<file path="config.mk">
export PLATFORM = sky130hd
export DESIGN_NAME = home_dir_engine
export DESIGN_NICKNAME = d
export VERILOG_FILES = /design/src/rtl/hd_pkg.sv /design/src/rtl/hd_fifo.sv /design/src/rtl/hd_dir.sv /design/src/rtl/hd_ctrl.sv /design/src/rtl/home_dir_engine.sv
export SDC_FILE = /design/constraint.sdc
export NUM_CORES = 1
export LEC_CHECK = 0
export BUFFER_PORTS_ARGS = -buffer_cell sky130_fd_sc_hd__buf_2
export CORE_MARGIN = 2
export CORE_UTILIZATION = 40
export CTS_BUF_LIST = sky130_fd_sc_hd__clkbuf_16
export DETAILED_ROUTE_END_ITERATION = 12
export PLACE_DENSITY_LB_ADDON = 0.08
export SETUP_SLACK_MARGIN = 0.02
export SYNTH_ARGS = -nofsm -noshare
export SYNTH_HDL_FRONTEND = slang
export SYNTH_SLANG_ARGS = --single-unit
</file>
<file path="constraint.sdc">
create_clock -name clk -period 4.2 [get_ports clk]
set_input_delay 0.21 -clock clk [delete_from_list [all_inputs] [get_ports clk]]
set_output_delay 0.21 -clock clk [all_outputs]
set_load 0.03 [all_outputs]
</file>
<file path="src/rtl/hd_pkg.sv">
package hd_pkg;

    typedef enum logic [1:0] {
        RQ_FETCH     = 2'd0,
        RQ_WRITEBACK = 2'd1,
        RQ_PUSH      = 2'd2
    } req_kind_e;

    typedef enum logic [1:0] {
        MS_DATA    = 2'd0,
        MS_PURGE   = 2'd1,
        MS_DEMOTE  = 2'd2,
        MS_RELEASE = 2'd3
    } msg_kind_e;

    typedef enum logic {
        AK_PURGE  = 1'b0,
        AK_DEMOTE = 1'b1
    } ack_kind_e;

    typedef enum logic [3:0] {
        ST_IDLE,
        ST_DECIDE,
        ST_REPLY,
        ST_DG_SEND,
        ST_DG_WAIT,
        ST_PURGE_SEND,
        ST_PURGE_WAIT,
        ST_COMMIT,
        ST_RELEASE
    } hd_state_e;

endpackage

</file>
<file path="src/rtl/hd_fifo.sv">
module hd_fifo #(
    parameter int WIDTH = 8,
    parameter int DEPTH = 4
) (
    input  logic             clk,
    input  logic             rst,
    input  logic             wr_valid,
    output logic             wr_ready,
    input  logic [WIDTH-1:0] wr_data,
    output logic             rd_valid,
    input  logic             rd_pop,
    output logic [WIDTH-1:0] rd_data
);
    localparam int PTR_W = (DEPTH > 1) ? $clog2(DEPTH) : 1;

    logic [WIDTH-1:0] slots [DEPTH];
    logic [PTR_W-1:0] wptr, rptr;
    logic [PTR_W:0]   count;
    logic             do_wr, do_rd;

    assign wr_ready = (count != (PTR_W+1)'(DEPTH));
    assign rd_valid = (count != '0);
    assign rd_data  = slots[rptr];
    assign do_wr    = wr_valid && wr_ready;
    assign do_rd    = rd_pop && rd_valid;

    always_ff @(posedge clk) begin
        if (rst) begin
            wptr  <= '0;
            rptr  <= '0;
            count <= '0;
        end else begin
            if (do_wr) begin
                slots[wptr] <= wr_data;
                wptr <= (wptr == PTR_W'(DEPTH-1)) ? '0 : wptr + 1'b1;
            end
            if (do_rd) begin
                rptr <= (rptr == PTR_W'(DEPTH-1)) ? '0 : rptr + 1'b1;
            end
            count <= count + (PTR_W+1)'(do_wr) - (PTR_W+1)'(do_rd);
        end
    end
endmodule

</file>
<file path="src/rtl/hd_dir.sv">
module hd_dir #(
    parameter int NUM_SITES = 4,
    parameter int ADDR_W    = 3,
    parameter int DATA_W    = 8
) (
    input  logic                 clk,
    input  logic                 rst,
    input  logic [ADDR_W-1:0]    addr,
    output logic [DATA_W-1:0]    rd_word,
    output logic [NUM_SITES-1:0] rd_shr,
    input  logic                 word_we,
    input  logic [DATA_W-1:0]    word_wdata,
    input  logic                 shr_we,
    input  logic [NUM_SITES-1:0] shr_wdata
);
    localparam int ENTRIES = 1 << ADDR_W;

    logic [DATA_W-1:0]    words   [ENTRIES];
    logic [NUM_SITES-1:0] sharers [ENTRIES];

    assign rd_word = words[addr];
    assign rd_shr  = sharers[addr];

    always_ff @(posedge clk) begin
        if (rst) begin
            for (int i = 0; i < ENTRIES; i++) begin
                words[i]   <= '0;
                sharers[i] <= '0;
            end
        end else begin
            if (word_we) words[addr]   <= word_wdata;
            if (shr_we)  sharers[addr] <= shr_wdata;
        end
    end
endmodule

</file>
<file path="src/rtl/hd_ctrl.sv">
module hd_ctrl
    import hd_pkg::*;
#(
    parameter int NUM_SITES = 4,
    parameter int SLOTS     = 3,
    parameter int ADDR_W    = 3,
    parameter int DATA_W    = 8,
    parameter int SITE_W    = 2
) (
    input  logic                 clk,
    input  logic                 rst,
    input  logic                 q_valid,
    input  logic [1:0]           q_kind,
    input  logic [SITE_W-1:0]    q_site,
    input  logic [ADDR_W-1:0]    q_addr,
    input  logic [DATA_W-1:0]    q_data,
    output logic                 q_pop,
    input  logic                 ack_valid,
    input  logic                 ack_kind,
    input  logic [SITE_W-1:0]    ack_site,
    output logic [ADDR_W-1:0]    dir_addr,
    input  logic [DATA_W-1:0]    dir_word,
    input  logic [NUM_SITES-1:0] dir_shr,
    output logic                 word_we,
    output logic [DATA_W-1:0]    word_wdata,
    output logic                 shr_we,
    output logic [NUM_SITES-1:0] shr_wdata,
    output logic                 msg_valid,
    input  logic                 msg_ready,
    output logic [1:0]           msg_kind,
    output logic [SITE_W-1:0]    msg_site,
    output logic [DATA_W-1:0]    msg_data
);
    hd_state_e state, state_nx;

    logic [1:0]           cur_kind;
    logic [SITE_W-1:0]    cur_site;
    logic [ADDR_W-1:0]    cur_addr;
    logic [DATA_W-1:0]    cur_data;
    logic [SITE_W-1:0]    victim;
    logic [NUM_SITES-1:0] to_send;
    logic [NUM_SITES-1:0] awaiting;

    logic [NUM_SITES-1:0] self_bit, others;
    logic                 is_sharer, is_full;
    logic [SITE_W-1:0]    purge_tgt;

    function automatic logic [SITE_W-1:0] lowest(input logic [NUM_SITES-1:0] v);
        logic [SITE_W-1:0] pick;
        pick = '0;
        for (int i = NUM_SITES - 1; i >= 0; i--) begin
            if (v[i]) pick = SITE_W'(i);
        end
        return pick;
    endfunction

    assign dir_addr  = cur_addr;
    assign self_bit  = NUM_SITES'(1) << cur_site;
    assign others    = dir_shr & ~self_bit;
    assign is_sharer = dir_shr[cur_site];
    assign is_full   = (int'($countones(dir_shr)) >= SLOTS);
    assign purge_tgt = lowest(to_send);
    assign q_pop     = (state == ST_IDLE) && q_valid;

    // state register
    always_ff @(posedge clk) begin
        if (rst) state <= ST_IDLE;
        else     state <= state_nx;
    end

    // next state and outputs
    always_comb begin
        state_nx   = state;
        msg_valid  = 1'b0;
        msg_kind   = MS_DATA;
        msg_site   = cur_site;
        msg_data   = dir_word;
        word_we    = 1'b0;
        word_wdata = cur_data;
        shr_we     = 1'b0;
        shr_wdata  = dir_shr;
        unique case (state)
            ST_IDLE: begin
                if (q_valid) state_nx = ST_DECIDE;
            end
            ST_DECIDE: begin
                if (cur_kind == RQ_WRITEBACK) begin
                    if (others != '0) begin
                        shr_we    = 1'b1;
                        shr_wdata = dir_shr & ~others;
                        state_nx  = ST_PURGE_SEND;
                    end else begin
                        state_nx  = ST_COMMIT;
                    end
                end else if (cur_kind == RQ_PUSH) begin
                    state_nx = (!is_sharer && !is_full) ? ST_REPLY : ST_IDLE;
                end else begin
                    state_nx = (is_sharer || !is_full) ? ST_REPLY : ST_DG_SEND;
                end
            end
            ST_REPLY: begin
                msg_valid = 1'b1;
                if (msg_ready) begin
                    shr_we    = 1'b1;
                    shr_wdata = dir_shr | self_bit;
                    state_nx  = ST_IDLE;
                end
            end
            ST_DG_SEND: begin
                msg_valid = 1'b1;
                msg_kind  = MS_DEMOTE;
                msg_site  = victim;
                if (msg_ready) state_nx = ST_DG_WAIT;
            end
            ST_DG_WAIT: begin
                if (ack_valid && ack_kind == AK_DEMOTE && ack_site == victim) begin
                    shr_we    = 1'b1;
                    shr_wdata = dir_shr & ~(NUM_SITES'(1) << victim);
                    state_nx  = ST_REPLY;
                end
            end
            ST_PURGE_SEND: begin
                msg_valid = 1'b1;
                msg_kind  = MS_PURGE;
                msg_site  = purge_tgt;
                if (msg_ready && (to_send & ~(NUM_SITES'(1) << purge_tgt)) == '0)
                    state_nx = ST_PURGE_WAIT;
            end
            ST_PURGE_WAIT: begin
                if (awaiting == '0) state_nx = ST_COMMIT;
            end
            ST_COMMIT: begin
                word_we   = 1'b1;
                shr_we    = 1'b1;
                shr_wdata = self_bit;
                state_nx  = ST_RELEASE;
            end
            ST_RELEASE: begin
                msg_valid = 1'b1;
                msg_kind  = MS_RELEASE;
                msg_data  = cur_data;
                if (msg_ready) state_nx = ST_IDLE;
            end
            default: state_nx = ST_IDLE;
        endcase
    end

    // transaction bookkeeping
    always_ff @(posedge clk) begin
        if (rst) begin
            cur_kind <= '0;
            cur_site <= '0;
            cur_addr <= '0;
            cur_data <= '0;
            victim   <= '0;
            to_send  <= '0;
            awaiting <= '0;
        end else begin
            if (q_pop) begin
                cur_kind <= q_kind;
                cur_site <= q_site;
                cur_addr <= q_addr;
                cur_data <= q_data;
            end
            if (state == ST_DECIDE) begin
                victim <= lowest(dir_shr);
                if (cur_kind == RQ_WRITEBACK) to_send <= others;
            end else if (state == ST_PURGE_SEND && msg_ready) begin
                to_send[purge_tgt] <= 1'b0;
            end
            if (state == ST_DECIDE && cur_kind == RQ_WRITEBACK) begin
                awaiting <= others;
            end else if (ack_valid && ack_kind == AK_PURGE) begin
                awaiting[ack_site] <= 1'b0;
            end
        end
    end
endmodule

</file>
<file path="src/rtl/home_dir_engine.sv">
module home_dir_engine #(
    parameter int NUM_SITES  = 4,
    parameter int SLOTS      = 3,
    parameter int ADDR_W     = 3,
    parameter int DATA_W     = 8,
    parameter int FIFO_DEPTH = 4,
    parameter int SITE_W     = $clog2(NUM_SITES)
) (
    input  logic              clk,
    input  logic              rst,
    input  logic              req_valid,
    output logic              req_ready,
    input  logic [1:0]        req_kind,
    input  logic [SITE_W-1:0] req_site,
    input  logic [ADDR_W-1:0] req_addr,
    input  logic [DATA_W-1:0] req_data,
    input  logic              ack_valid,
    output logic              ack_ready,
    input  logic              ack_kind,
    input  logic [SITE_W-1:0] ack_site,
    output logic              msg_valid,
    input  logic              msg_ready,
    output logic [1:0]        msg_kind,
    output logic [SITE_W-1:0] msg_site,
    output logic [ADDR_W-1:0] msg_addr,
    output logic [DATA_W-1:0] msg_data
);
    localparam int REQ_W = 2 + SITE_W + ADDR_W + DATA_W;

    logic                 q_valid, q_pop;
    logic [REQ_W-1:0]     q_word;
    logic [ADDR_W-1:0]    dir_addr;
    logic [DATA_W-1:0]    dir_word, word_wdata;
    logic [NUM_SITES-1:0] dir_shr, shr_wdata;
    logic                 word_we, shr_we;

    assign ack_ready = 1'b1;
    assign msg_addr  = dir_addr;

    hd_fifo #(.WIDTH(REQ_W), .DEPTH(FIFO_DEPTH)) u_fifo (
        .clk      (clk),
        .rst      (rst),
        .wr_valid (req_valid),
        .wr_ready (req_ready),
        .wr_data  ({req_kind, req_site, req_addr, req_data}),
        .rd_valid (q_valid),
        .rd_pop   (q_pop),
        .rd_data  (q_word)
    );

    hd_dir #(.NUM_SITES(NUM_SITES), .ADDR_W(ADDR_W), .DATA_W(DATA_W)) u_dir (
        .clk        (clk),
        .rst        (rst),
        .addr       (dir_addr),
        .rd_word    (dir_word),
        .rd_shr     (dir_shr),
        .word_we    (word_we),
        .word_wdata (word_wdata),
        .shr_we     (shr_we),
        .shr_wdata  (shr_wdata)
    );

    hd_ctrl #(
        .NUM_SITES(NUM_SITES), .SLOTS(SLOTS), .ADDR_W(ADDR_W),
        .DATA_W(DATA_W), .SITE_W(SITE_W)
    ) u_ctrl (
        .clk        (clk),
        .rst        (rst),
        .q_valid    (q_valid),
        .q_kind     (q_word[REQ_W-1 -: 2]),
        .q_site     (q_word[ADDR_W+DATA_W +: SITE_W]),
        .q_addr     (q_word[DATA_W +: ADDR_W]),
        .q_data     (q_word[DATA_W-1:0]),
        .q_pop      (q_pop),
        .ack_valid  (ack_valid),
        .ack_kind   (ack_kind),
        .ack_site   (ack_site),
        .dir_addr   (dir_addr),
        .dir_word   (dir_word),
        .dir_shr    (dir_shr),
        .word_we    (word_we),
        .word_wdata (word_wdata),
        .shr_we     (shr_we),
        .shr_wdata  (shr_wdata),
        .msg_valid  (msg_valid),
        .msg_ready  (msg_ready),
        .msg_kind   (msg_kind),
        .msg_site   (msg_site),
        .msg_data   (msg_data)
    );
endmodule

</file>
After elaboration in Yosys (flattened, before gate mapping)
Memory sizes are Yosys's and may differ from the RTL's. A register that Yosys moved wholly into a read port is not among the register bits.
Cells that the tools add are included.
{ "word_totals": {"register_bits": 21, "ramBits": 156, "inputBits": 23, "out_inout_bits": 18, "wordCells": 154, "n_memories": 3} }
{ "op_classes": {"n_addsub": 7, "order_cmp": 6, "n_eq_ne": 21, "n_shift": 3, "mux": 65, "bitwise": 14, "n_reduce_logical": 28} }
{ "memory_table": {"columns": ["memory", "depth", "word_bits", "read_ports", "rd_ports_with_merged_regs", "wr", "line_no", "text"], "rows": [
  ["u_dir.words", 8, 8, 1, 0, 8, "hd_dir.sv:18", "logic [DATA_W-1:0] words [ENTRIES];"],
  ["u_fifo.slots", 4, 15, 1, 1, 1, "hd_fifo.sv:16", "logic [WIDTH-1:0] slots [DEPTH];"],
  ["u_dir.sharers", 8, 4, 1, 0, 8, "hd_dir.sv:19", "logic [NUM_SITES-1:0] sharers [ENTRIES];"]
]} }
{ "ops": {"columns": ["cell", "n"], "rows": [
  ["2-to-1 mux 4 bit", 18],
  ["adder 32 bit", 1],
  [">= comparator 32 x 3 -> 1 bit, second input constant", 1],
  ["case mux 4 bit (8 select lines)", 1],
  ["AND 4 bit", 6],
  ["2-to-1 mux 2 bit", 12],
  ["NOT 4 bit", 6],
  ["2-to-1 mux 1 bit", 23],
  ["== test 4 x 3 -> 1 bit, second input constant", 4],
  ["2-to-1 mux 8 bit", 2],
  ["case mux 4 bit (4 select lines)", 1],
  ["logical AND 1 bit", 12],
  ["zero test 4 bit", 3],
  ["!= test 2 x 1 -> 1 bit, second input constant", 6],
  ["left shift 1 x 2 -> 4 bit, first input constant", 3],
  ["< comparator 2 x 3 -> 1 bit, second input constant", 3],
  ["== test 4 x 2 -> 1 bit, second input constant", 2],
  ["OR reduction 4 bit", 2],
  ["OR reduction 8 bit", 1],
  ["== test 2 bit, second input constant", 3],
  ["2-to-1 mux 3 bit", 2],
  ["case mux 2 bit (3 select lines)", 1],
  ["AND reduction 6 bit", 1],
  ["adder 1 x 1 -> 2 bit", 2],
  ["23 further kinds", 28]
]} }

Logic depth before layout (Yosys ltp)
{ "logic_depth": {"word_depth": 12, "ltp_mapped": 14, "ltp_nobuf": 13} }

Hierarchy
From an unflattened synthesis, not the netlist that was laid out.
{ "unflattened": {"cells_unflattened": 700, "hier_area_um2": 9218.8} }
{ "modules_own_cells": {"columns": ["module", "n_inst", "cells_per_inst", "area_per_inst_um2", "seq_area_each_um2"], "rows": [
  ["hd_dir", 1, 296, 4499.3, 2882.8],
  ["hd_fifo", 1, 126, 2711.4, 1981.9],
  ["hd_ctrl", 1, 276, 1996.9, 580.6],
  ["home_dir_engine", 1, 2, 11.3, 0.0]
]} }

Least setup slack after synthesis
Ideal clock, no wire load.
{ "synth_timing": {"path_kind": "register to register", "from": "register u_ctrl.cur_addr[0], in the netlist u_ctrl.dir_addr[0] (read register of u_fifo.slots)", "to": "register u_ctrl.state[1]", "setup_time_ps": 117, "arrival_ps": 3574, "required_ps": 4083, "slack_ps": 510, "stages_incl_launch_ff": 13, "n_path_buf": 1, "synth_period_minus_slack_ps": 3690, "path_cell_list": "dfxtp_1 -> buf_2 -> mux4_2 -> mux2i_1 -> inv_1 -> ha_1 -> ha_1 -> inv_1 -> fa_1 -> o21ai_0 -> o31ai_1 -> or3_1 -> and4b_1"} }
{ "synth_via": {"elab_chain_len": 10, "word_cells_on_any_way": 17, "cone_classes": "3 x add/sub; 1 x order compare; 7 x mux; 1 x bitwise; 4 x reduce/logical; 1 x memory"} }
{ "synth_lines": {"columns": ["item", "line_no", "text"], "rows": [
  ["start, declared", "hd_ctrl.sv:38", "logic [ADDR_W-1:0] cur_addr;"],
  ["memory read (8 x 4 bit) *", null, null],
  ["adder 1 x 1 -> 2 bit (not written as such)", "hd_ctrl.sv:61", "assign is_full = (int'($countones(dir_shr)) >= SLOTS);"],
  ["adder 32 bit (not written as such)", "hd_ctrl.sv:61", null],
  [">= comparator 32 x 3 -> 1 bit", "hd_ctrl.sv:61", null],
  ["zero test 1 bit", "hd_ctrl.sv:96", "state_nx = (!is_sharer && !is_full) ? ST_REPLY : ST_IDLE;"],
  ["logical AND 1 bit", "hd_ctrl.sv:96", null],
  ["2-to-1 mux 2 bit", "hd_ctrl.sv:96", null],
  ["2-to-1 mux 4 bit", "hd_ctrl.sv:95", "end else if (cur_kind == RQ_PUSH) begin"],
  ["2-to-1 mux 4 bit *", "hd_ctrl.sv:87", "if (cur_kind == RQ_WRITEBACK) begin"],
  ["case mux 4 bit (8 select lines) *", "hd_ctrl.sv:82", "unique case (state)"],
  ["end signal, assigned", "hd_ctrl.sv:68", "else state <= state_nx;"],
  ["end, declared", "hd_ctrl.sv:34", "hd_state_e state, state_nx;"]
]} }
Every way passes the cells marked *; elsewhere a longest branch is shown, timed or not. The select of a mux whose other input is x is not followed.
A chain may end at the register's enable or synchronous reset.

Worst setup path in the final report
Ends and elaborated chain as after synthesis.

==> flow_summary.toml <==
[global_route]
first_global_vias = 6011
antenna_found_initial = 0
grtUsageTotal_pct = 18.03
grt.overflow.total = 0
grt_first_pass_wirelength_mm = 33.42
grt_max_degree = 29

[routing]
firstDrtPassIters = 5
wl_per_cell_um = 18.88
ant_nets = 0
drc = 0
drtIter0Drc = 368
wl_mm = 20.64
post_drt_via_cell_ratio = 5.436
route.vias.total = 5942

[pwr]
power.total_mw = 6.495
p_switching_mw = 2.561
ir_drop_mv = 0.3086
p_clk_share_pct = 25.2
pwr-share-seq_pct = 38.9
power.share.switching_pct = 39.43
power_leakage_nw = 3.636
combPwrFrac_pct = 35.9
p_int_mw = 3.934
p_per_area_mw_per_mm2 = 625.1

[logic_synthesis]
synth.avg_cell_area_um2 = 12.25
synth_top_family_by_area = "simple AND/OR/NAND/NOR gates"
synth_nets = 781
ys_ff_latch = 192
synth_ff_type = "edfxtp_1"
synthesis.area_mm2 = 0.009116
postSynth.asyncResetShare_pct = 0
synth_top_area_share_pct = 51.39
ys_warn_count = 0
ys_seq_area_share_pct = 59.29
synthXorXnorAreaFrac_pct = 0.5764
synth_area_leader_cell = "edfxtp_1"
yosysUniqueCellTypes = 69
synth_edf_count = 156
yosys-top-cells-area = "edfxtp_1, dfxtp_1, mux4_2"
synthSimpleGateAreaFrac_pct = 16.74
synth_compound_area_share_pct = 8.660
synth_mux_area_share_pct = 9.511
synthCells = 744
synth_fa_ha_area_share_pct = 2.196

[run]
cap_violations = 0

[worst_setup_path]
rr_startpoint = "u_ctrl.dir_addr[0]$_SDFFE_PP0P_"
crit_required_ps = 4530
timing.reg2reg.setup_slack_ps = 400
worstSetupStartpoint = "u_ctrl.dir_addr[0]$_SDFFE_PP0P_"
cp-end-kind = "flip-flop"
crit_path_end = "u_ctrl.state[1]$_SDFFE_PP0P_"
path_class = "flip-flop to flip-flop"
arrival_ps = 4130
cp-start-kind = "flip-flop"
rr_endpoint = "u_ctrl.state[1]$_SDFFE_PP0P_"
cp_max_fo = 12
r2r.worst_path.cells = 12

[place]
dp_hpwl_mm = 14.36
postPlaceCellArea_mm2 = 0.009623
gp_congestion = 0.8688
io_buffers = 39
place_ws_ps = 418.9

[run_status]
status = "finished, final reports clean"

[timing]
setup-tns-final_ps = 0
drv_slew = 0
finalClockSkew_ps = 11.83
fmax_ghz = 0.2632
tightest_slew_ps = 1098
min_period_over_period_pct = 90.47
final_hold_viol_count = 0
setup_viol = 0
period_minus_slack_ps = 3800
fin_ws_ps = 400.2
whs_ps = 154.4
rsz0062_at_grt = "false"
max_slew_margin_pct = 25.85

[floorplan]
die_y_um = 155.0
core-area_mm2 = 0.02250
io_pins = 41
dieArea_mm2 = 0.02401
initial_utilization_pct = 40.51
rows = 55
die_w_um = 155.0

[cells_and_area]
num-fill-cells = 2036
nets = 832
fin_area_mm2 = 0.01039
n_antenna_cell = 0
syn2layout_area_growth_pct = 13.97
drive_gt1_share_pct = 18.19

[cts]
cts_resized = 0
clkSinkCount = 192
ctsHtreeMaxLevel = 4
clockBufferDepth = 2
cts_buffers = 17
cts_tree = "built"
insertion_delay_ps = 440
cts_root_buf = "clkbuf_16"
clkSlewWorstSetupHoldPaths_ps = 70

[min_path]
worstHoldStart = "req_valid"
min-delay-path-class = "input port to flip-flop"
kinds of logic after synthesis:
| logic type | Yosys count |
|---|---|
| flip-flops | 192 |
| adder cells (fa/ha/maj) | 15 |
| AO/OA/AOI/OAI | 123 |
| buffers and inverters | 62 |
| other | 1 |
| AND/OR/NAND/NOR | 294 |
| multiplexers | 51 |
| XOR/XNOR | 6 |
power by group through the flow:
| stage | sequential, mW | combinational (mW) | clock [mW] |
|---|---|---|---|
| after detailed placement | 2.57 | 2.32 | 0 |
| after floorplan | 2.39 | 1.76 | 0 |
| final | 2.53 | 2.33 | 1.64 |
| after global placement | 2.56 | 2.29 | 0 |
| after global routing | 2.56 | 2.58 | 1.75 |
| after CTS | 2.53 | 2.35 | 1.68 |
cells in the final DEF, fill, tap and decap left out, types with 6 or more instances in the layout:
master         synthesis  routed
edfxtp_1             156     156
and2_1                73      73
nand2_1               63      63
a21oi_1               52      52
nor2_1                48      48
nor3_1                42      42
buf_2                  4      39
dfxtp_1               36      35
mux4_2                27      27
buf_4                  1      20
inv_1                 19      19
clkbuf_16              0      17
dlygate4sd3_1          0      15
o21ai_0               14      14
nand3_1               12      12
ha_1                  12      12
or2_2                 11      11
mux2_2                11      11
mux2i_1               11      11
nand2b_1              10      10
nor2b_1                8       8
a31oi_1                8       8
o21bai_1               8       8
clkinv_8               0       6
layer usage:
layer / GRT usage, % / wire, um
met5: 0 / 0
met1: 25.79 / 9972
met3: 2.702 / 752
met4: 5.644 / 310
met2: 28.53 / 9604
timing repair:
| action | 4_1_cts | 5_1_grt |
|---|---|---|
| setup buffers | 0 | 0 |
| hold endpoints to repair | 60 | 0 |
| hold buffers | 15 | 0 |
cells in the mapped netlist (4+ instances only):
library cell	instances
nor3_1	42
nor4_1	5
and2_1	73
a31oi_1	8
a22o_1	4
o21bai_1	8
buf_2	4
mux2i_1	11
mux2_2	11
nand3_1	12
o31ai_1	5
or2_2	11
ha_1	12
a221oi_1	4
mux4_2	27
inv_1	19
xnor2_1	4
nor3b_1	4
nand2b_1	10
a21oi_1	52
clkbuf_1	26
nor2_1	48
buf_6	4
o211ai_1	5
buf_1	7
o21ai_0	14
dfxtp_1	36
edfxtp_1	156
nor2b_1	8
nand2_1	63
state kept, by name, indices dropped and copies added (netlist names):
signal	count
u_dir.words	64
u_ctrl.cur_kind	2
u_ctrl.state	4
u_ctrl.to_send	4
u_fifo.count	3
u_fifo.slots	60
u_ctrl.cur_site	2
u_dir.sharers	32
u_ctrl.awaiting	4
u_ctrl.dir_addr	3
u_fifo.wptr	2
u_ctrl.word_wdata	8
u_fifo.rptr	2
u_ctrl.victim	2
worst max-delay path: stages (launching register included):
cell	delay [ps]
dfxtp_2	480
mux2_2	360
mux4_2	510
nand2b_1	280
inv_1	100
ha_1	230
ha_1	190
inv_1	60
fa_1	400
o21ai_0	360
o31ai_1	120
or3_1	380
and4b_1	210
per-stage QoR:
stage / std cells / utilization (%)
2_1_floorplan: 744 / -
3_3_place_gp: 1046 / 42.76
3_5_place_dp: 1046 / 42.76
4_1_cts: 1093 / 46.17
5_1_grt: 1093 / 46.17
6_report: 1093 / 46.17
how the worst min path moves through the flow:
stage / end / slack [ps] / cells past startpoint
3_3_place_gp: u_fifo.slots[3][1]$_DFFE_PP_ / 420 / 1
5_1_grt: u_ctrl.state[3]$_SDFFE_PP0P_ / 190 / 4
4_1_cts: u_fifo.wptr[1]$_SDFFE_PP0P_ / 140 / 4
2_1_floorplan: u_fifo.slots[0][0]$_DFFE_PP_ / 310 / 0
6_report: u_fifo.wptr[1]$_SDFFE_PP0P_ / 150 / 4
3_5_place_dp: u_fifo.slots[3][1]$_DFFE_PP_ / 430 / 1
area by class of cell:
cell class | count | area (um^2) | area share [%]
Timing Repair Buffer | 74 | 495.5 | 4.769
Sequential cell | 192 | 5406 | 52.04
Multi-Input combinational cell | 490 | 3440 | 33.10
Clock buffer | 17 | 425.4 | 4.094
Inverter | 20 | 75.07 | 0.7225
Clock inverter | 15 | 191.4 | 1.842
Tap cell | 285 | 356.6 | 3.432
Power figures use the tool's default switching activity.
